<file path="src/rtl/bxcv_pkg.sv">
package bxcv_pkg;
  typedef enum logic [1:0] {
    XM_HOLD = 2'd0,
    XM_FLOW = 2'd1,
    XM_EDGE = 2'd2
  } xfer_mode_e;
endpackage

</file>
<file path="src/rtl/bxcv_keeper.sv">
module bxcv_keeper #(
  parameter int WIDTH = 18
) (
  input  logic             clk,
  input  logic             rst,
  input  logic [WIDTH-1:0] din,
  input  logic             drv,
  output logic [WIDTH-1:0] eff
);
  logic [WIDTH-1:0] hold_q;

  always_ff @(posedge clk) begin
    if (rst)
      hold_q <= '0;
    else if (drv)
      hold_q <= din;
  end

  assign eff = drv ? din : hold_q;

  AST_KEEP_LAST: assert property (@(posedge clk) disable iff (rst)
    (!drv && $past(drv) && !$past(rst)) |-> eff == $past(din));
endmodule

</file>
<file path="src/rtl/bxcv_path.sv">
module bxcv_path
  import bxcv_pkg::*;
#(
  parameter int WIDTH  = 18,
  parameter bit OE_LOW = 1'b0
) (
  input  logic             clk,
  input  logic             rst,
  input  logic [WIDTH-1:0] d,
  input  logic             le,
  input  logic             cp,
  input  logic             oe_raw,
  output logic [WIDTH-1:0] q,
  output logic             oe
);
  logic             cp_q;
  logic             oe_act;
  logic             oe_q;
  logic [WIDTH-1:0] store_q;
  xfer_mode_e       mode;

  generate
    if (OE_LOW) begin : g_oe_low
      assign oe_act = ~oe_raw;
    end else begin : g_oe_high
      assign oe_act = oe_raw;
    end
  endgenerate

  always_comb begin
    if (le)
      mode = XM_FLOW;
    else if (cp && !cp_q)
      mode = XM_EDGE;
    else
      mode = XM_HOLD;
  end

  always_ff @(posedge clk) begin
    cp_q <= cp;
    if (rst) begin
      store_q <= '0;
      oe_q    <= 1'b0;
    end else begin
      oe_q <= oe_act;
      if (mode != XM_HOLD)
        store_q <= d;
    end
  end

  assign q  = store_q;
  assign oe = oe_q;

  AST_FLOW_TAKES_D: assert property (@(posedge clk) disable iff (rst)
    le |=> q == $past(d));
  AST_HOLD_STEADY: assert property (@(posedge clk) disable iff (rst)
    (!le && !$rose(cp)) |=> $stable(q));
  AST_EDGE_CAPTURE: assert property (@(posedge clk) disable iff (rst)
    (!le && $rose(cp)) |=> q == $past(d));
endmodule

</file>
<file path="src/rtl/bxcv_top.sv">
module bxcv_top #(
  parameter int WIDTH = 18
) (
  input  logic             clk,
  input  logic             rst,
  input  logic [WIDTH-1:0] a_in,
  input  logic             a_in_drv,
  output logic [WIDTH-1:0] a_out,
  output logic             a_oe,
  input  logic [WIDTH-1:0] b_in,
  input  logic             b_in_drv,
  output logic [WIDTH-1:0] b_out,
  output logic             b_oe,
  input  logic             ab_le,
  input  logic             ab_cp,
  input  logic             ab_oe,
  input  logic             ba_le,
  input  logic             ba_cp,
  input  logic             ba_oe_n
);
  logic [WIDTH-1:0] a_eff;
  logic [WIDTH-1:0] b_eff;

  bxcv_keeper #(.WIDTH(WIDTH)) u_keep_a (
    .clk(clk), .rst(rst), .din(a_in), .drv(a_in_drv), .eff(a_eff));
  bxcv_keeper #(.WIDTH(WIDTH)) u_keep_b (
    .clk(clk), .rst(rst), .din(b_in), .drv(b_in_drv), .eff(b_eff));

  bxcv_path #(.WIDTH(WIDTH), .OE_LOW(1'b0)) u_ab (
    .clk(clk), .rst(rst), .d(a_eff), .le(ab_le), .cp(ab_cp),
    .oe_raw(ab_oe), .q(b_out), .oe(b_oe));
  bxcv_path #(.WIDTH(WIDTH), .OE_LOW(1'b1)) u_ba (
    .clk(clk), .rst(rst), .d(b_eff), .le(ba_le), .cp(ba_cp),
    .oe_raw(ba_oe_n), .q(a_out), .oe(a_oe));

  AST_RESET_QUIET: assert property (@(posedge clk)
    rst |=> (!a_oe && !b_oe && a_out == '0 && b_out == '0));
  AST_OE_AB_POL: assert property (@(posedge clk) disable iff (rst)
    1'b1 |=> b_oe == $past(ab_oe));
  AST_OE_BA_POL: assert property (@(posedge clk) disable iff (rst)
    1'b1 |=> a_oe == !$past(ba_oe_n));
  AST_NO_CROSSTALK: assert property (@(posedge clk) disable iff (rst)
    (!ba_le && !$rose(ba_cp)) |=> $stable(a_out));
endmodule

</file>
<file path="config.mk">
export PLATFORM = sky130hd
export DESIGN_NAME = bxcv_top
export DESIGN_NICKNAME = d
export VERILOG_FILES = /design/src/rtl/bxcv_pkg.sv /design/src/rtl/bxcv_keeper.sv /design/src/rtl/bxcv_path.sv /design/src/rtl/bxcv_top.sv
export SDC_FILE = /design/constraint.sdc
export NUM_CORES = 1
export LEC_CHECK = 0
export BUFFER_PORTS_ARGS = -buffer_cell sky130_fd_sc_hd__buf_2
export CAP_MARGIN = 20
export CORE_MARGIN = 2
export CORE_UTILIZATION = 27
export CTS_CLUSTER_SIZE = 10
export DETAILED_ROUTE_END_ITERATION = 6
export SYNTH_ARGS = -nofsm -noshare
export SYNTH_HDL_FRONTEND = slang
export SYNTH_SLANG_ARGS = --single-unit
</file>
<file path="constraint.sdc">
create_clock -name clk -period 1.25 [get_ports clk]
set_input_delay 0.25 -clock clk [delete_from_list [all_inputs] [get_ports clk]]
set_output_delay 0.25 -clock clk [all_outputs]
set_load 0.005 [all_outputs]
</file>
# After elaboration in Yosys (flattened, before gate mapping)
# Index checks and enable logic that the tools add are counted.
# W data, S select, Z words.
# op_classes
n_bitwise	1
n_mux	6
reduce_logical	6
# ops
op	count
$mux W18	2
$mux W2	4
$reduce_bool A2 Y1	2
$logic_and A1 B1 Y1	2
$logic_not A1 Y1	2
$not A1 Y1	1
# totals
elab_cells	21
in_bits	46
out_inout_bits	38
register_bits	76

# Depth between registers and ports, before layout
# logic_depth
word_depth	5
depth_mapped	6
mapped_depth_nobuf	3

# Cells and area by module
# Synthesis repeated with hierarchy kept, for this count alone.
# unflattened
cells_unflattened	280
area_unflattened_um2	3300.7
# modules_own_cells
module	cells_each	seq_area_each_um2	area_per_inst_um2	n_inst
bxcv_keeper	57	360.3	779.5	2
bxcv_path at u_ab	83	400.4	872.1	1
bxcv_path at u_ba	83	400.4	869.6	1

# Least setup slack after synthesis
# Ideal clock, no wire load.
# synth_timing
path_kind	register to register
startpoint	reg u_ba.cp_q
endpoint	reg u_ba.store_q[10], in the netlist u_ba.q[10]
path_buffers	3
t_required_ns	1.164
t_arrival_ns	1.056
path_slack_ns	0.108
synth_period_minus_slack_ns	1.142
setup_ns	0.086
stages_incl_launch_ff	7
path_cell_list	dfxtp_1 > nand2b_4 > buf_8 > nand2b_4 > buf_6 > buf_12 > a221oi_2
# synth_via
elab_chain_len	5
# synth_lines
item	line	source
start: declaration	bxcv_path.sv:16	logic cp_q;
start signal: assignment	bxcv_path.sv:40	cp_q <= cp;
$logic_not A1 Y1	bxcv_path.sv:33	else if (cp && !cp_q)
$logic_and A1 B1 Y1	bxcv_path.sv:33	
$mux W2	bxcv_path.sv:33	
$mux W2	bxcv_path.sv:31	if (le)
$reduce_bool A2 Y1	bxcv_path.sv:46	if (mode != XM_HOLD)
end signal: assignment	bxcv_path.sv:42	store_q <= '0;
end signal: assignment	bxcv_path.sv:47	store_q <= d;
end: declaration	bxcv_path.sv:19	logic [WIDTH-1:0] store_q;
# Every way passes these cells.
# A chain may end at the register's enable or synchronous reset.

# Final worst setup path
# layout_timing
startpoint	reg u_ab.cp_q
endpoint	reg u_ab.store_q[2], in the netlist u_ab.q[2]
# layout_via
elab_chain_len	5
# layout_lines
item	line
start: declaration	bxcv_path.sv:16
start signal: assignment	bxcv_path.sv:40
$logic_not A1 Y1	bxcv_path.sv:33
$logic_and A1 B1 Y1	bxcv_path.sv:33
$mux W2	bxcv_path.sv:33
$mux W2	bxcv_path.sv:31
$reduce_bool A2 Y1	bxcv_path.sv:46
end signal: assignment	bxcv_path.sv:42
end signal: assignment	bxcv_path.sv:47
end: declaration	bxcv_path.sv:19
# Every way passes these cells.

==> metrics <==
Clock Sinks=76; R2R depth=3; Syn Std Cell Area=0.00283 mm²; Max rail drop VDD=roughly 740 µV; full die area=about 0.011 mm²; f_max=roughly 920 MHz; IO Port Bufs=83; Pint=roughly 3.6 mW; Final ANT Viol Nets=0; setup_tns=0 ns; Remaining Overflow, GRT=0; Final setup violation count=0; Final GP Congestion=approximately 0.66; Hold WS=0.0582 ns; row count=37; maximum capacitance violations=0; Place WS=around 0.15 ns; Critical Path End Type=flop; Boundary Pins=84; sw power=between 1 and 1.5 mW; register share of total power=0.545; crit-path cells=nand2b_1 > buf_4 > a221oi_1; Crit path required time=roughly 1.5 ns; RSZ-0062 raised after global routing=no; ratio of cells with drive above 1 in the final layout=0.382; first-pass GRT wire length=10400 µm; Routed wire per std cell=~13 µm; CTS tree=done; worst path bufs/invs=1; DRT iter0 DRCs=33; Layout Skew=~0.0070 ns; critical path peak fanout=18; Final period util=0.868; Final #Nets=around 380; DPL Wire Length=4360 µm; initial antenna violation count=0; sequential fraction of the synthesis area=0.537; Crit path largest cell delay=0.30 ns; Hold Vio Cnt, Final=0; delay-heaviest family, CP=flip-flops; Max-slew headroom=0.798; Max clock buf depth=2; PD cells=1380 mW/mm²; Clk pwr share=0.318; Final Max Tran Viols=0; Avg Inst Size Synth=approximately 11 µm²; Die Wd=about 110 µm; vias in the first global route=about 2100; Overall Global Routing Usage=0.117; WS Path Type=flop to flop; Crit. Startpoint=u_ab.cp_q$_DFF_P_; worst slew pin tran=slightly above 0.3 ns; Synth-to-Final Area Change=24.1%; Leak=1.61 nW; top-area cell type share of the netlist area=0.537; top cells by area, synth=dfxtp_1, mux2i_1, a221oi_2, nor2_1, a221oi_1; # H-tree levels=3; Num CTS Buffers=9; crit start category=flop; Pre-antenna DRT Iters=4; drc violations=0; largest net degree at the start of global routing=between 40 and 50; status=finished, final reports clean; slowest cell on the critical path=dfxtp_1; Synth area leader=dfxtp_1; Final WS setup=0.165 ns; PostCTS Resize Cnt=0; hold crit path type=primary input to flop; Hold Crit Depth=2; Critical R2R Launch=u_ab.cp_q$_DFF_P_; clock latency at the later pin of the worst-skew pair=0.34 ns; Levels on crit path=3; Via density=~4.4; synth unique cells=16; die height=106 µm; final worst path period need=approximately 1.1 ns; routed via count=2088; Yosys reg bits=76; hold path start=ba_oe_n; number of diodes=0; switching share of power=0.258; Initial Util=0.276; Clk pin slew, worst setup/hold paths=roughly 0.080 ns; Logic pwr share=0.137; Syn. warnings=0; WP data arrival=approximately 1.3 ns; Placement Cell Area=0.00336 mm²; Placeable Area=roughly 0.010 mm²; Mapped Cells=between 200 and 300; final WL=between 6000 and 7000 µm; Syn Nets=between 200 and 300; Final Cell Area=between 0.003 and 0.004 mm²; Clock Root Buffer=clkbuf_8
## metrics by stage
stage               instances   util  power, mW
CTS                       471  0.342       4.95
finish                    471  0.342       4.86
global route              471  0.342       5.10
detailed placement        455  0.327       3.39
floorplan                 250      -       3.14
global placement          455  0.327       3.37
## what timing repair did
item / in CTS / in global routing
hold buffers: 1 / 0
endpoints found under the hold margin: 1 / 0
setup buffers: 0 / 0
## power by group through the flow
stage / combinational (mW) / sequential [mW] / clock [mW]
after floorplan: 0.427 / 2.71 / 0
after global placement: 0.662 / 2.71 / 0
after detailed placement: 0.678 / 2.71 / 0
after CTS: 0.681 / 2.65 / 1.61
after global routing: 0.743 / 2.67 / 1.69
final: 0.667 / 2.65 / 1.55
## final timing paths
kind                                   end  slack [ns]
max reg2reg         u_ab.q[2]$_SDFFE_PP0P_        0.17
min reg2reg  u_keep_b.hold_q[1]$_SDFF_PP0_        0.49
max                 u_ab.q[2]$_SDFFE_PP0P_        0.17
min                     u_ba.oe$_SDFF_PP0_        0.06
## cell usage after synthesis
library cell  number
dfxtp_1           76
nor2_1            73
mux2i_1           36
a221oi_2          20
a221oi_1          16
buf_6              8
buf_2              5
buf_1              4
clkbuf_1           4
nand2b_4           2
buf_12             1
buf_4              1
buf_8              1
nand2b_1           1
nand2b_2           1
nor2b_1            1
## cells in the final DEF (no fill, tap or decap)
master	instances
a221oi_2	20
buf_4	6
buf_12	4
clkinv_2	3
a221oi_1	16
mux2i_1	36
clkbuf_8	9
clkbuf_1	3
nand2b_2	1
nor2b_1	1
dlygate4sd3_1	1
dfxtp_1	76
nand2b_4	2
buf_2	83
nand2b_1	1
nor2_1	73
## per-layer routing
layer	track usage	routed length [µm]	up-vias
met1	0.142	2900	971
li1	-	-	1044
met3	0.0399	449	7
met5	0	0	-
met2	0.188	2910	66
met4	0.0501	73	0
## layout make-up
class                           instances  area (µm²)
Sequential cell                        76        1520
Multi-Input combinational cell        150        1120
Fill cell                            1097        6760
Clock inverter                          3        15.0
Clock buffer                           12         135
Tap cell                              136         170
Timing Repair Buffer                   94         551
## flip-flops by register name (all words and copies together), names as in the netlist
| name | cells |
|---|---|
| u_keep_b.hold_q | 18 |
| u_ab.q | 18 |
| u_ba.q | 18 |
| u_ab.oe | 1 |
| u_keep_a.hold_q | 18 |
| u_ba.oe | 1 |
| u_ba.cp_q | 1 |
| u_ab.cp_q | 1 |
## logic make-up (layout without fill, tap and decap cells)
group | after synthesis | after routing | share of synthesized area
DFF | 76 | 76 | 0.537
AOI/OAI and AO/OA | 36 | 36 | 0.155
buffers and inverters | 24 | 109 | 0.0663
muxes | 36 | 36 | 0.127
and+or+nand+nor | 78 | 78 | 0.114
No activity file was read; power rests on OpenSTA's default activity.
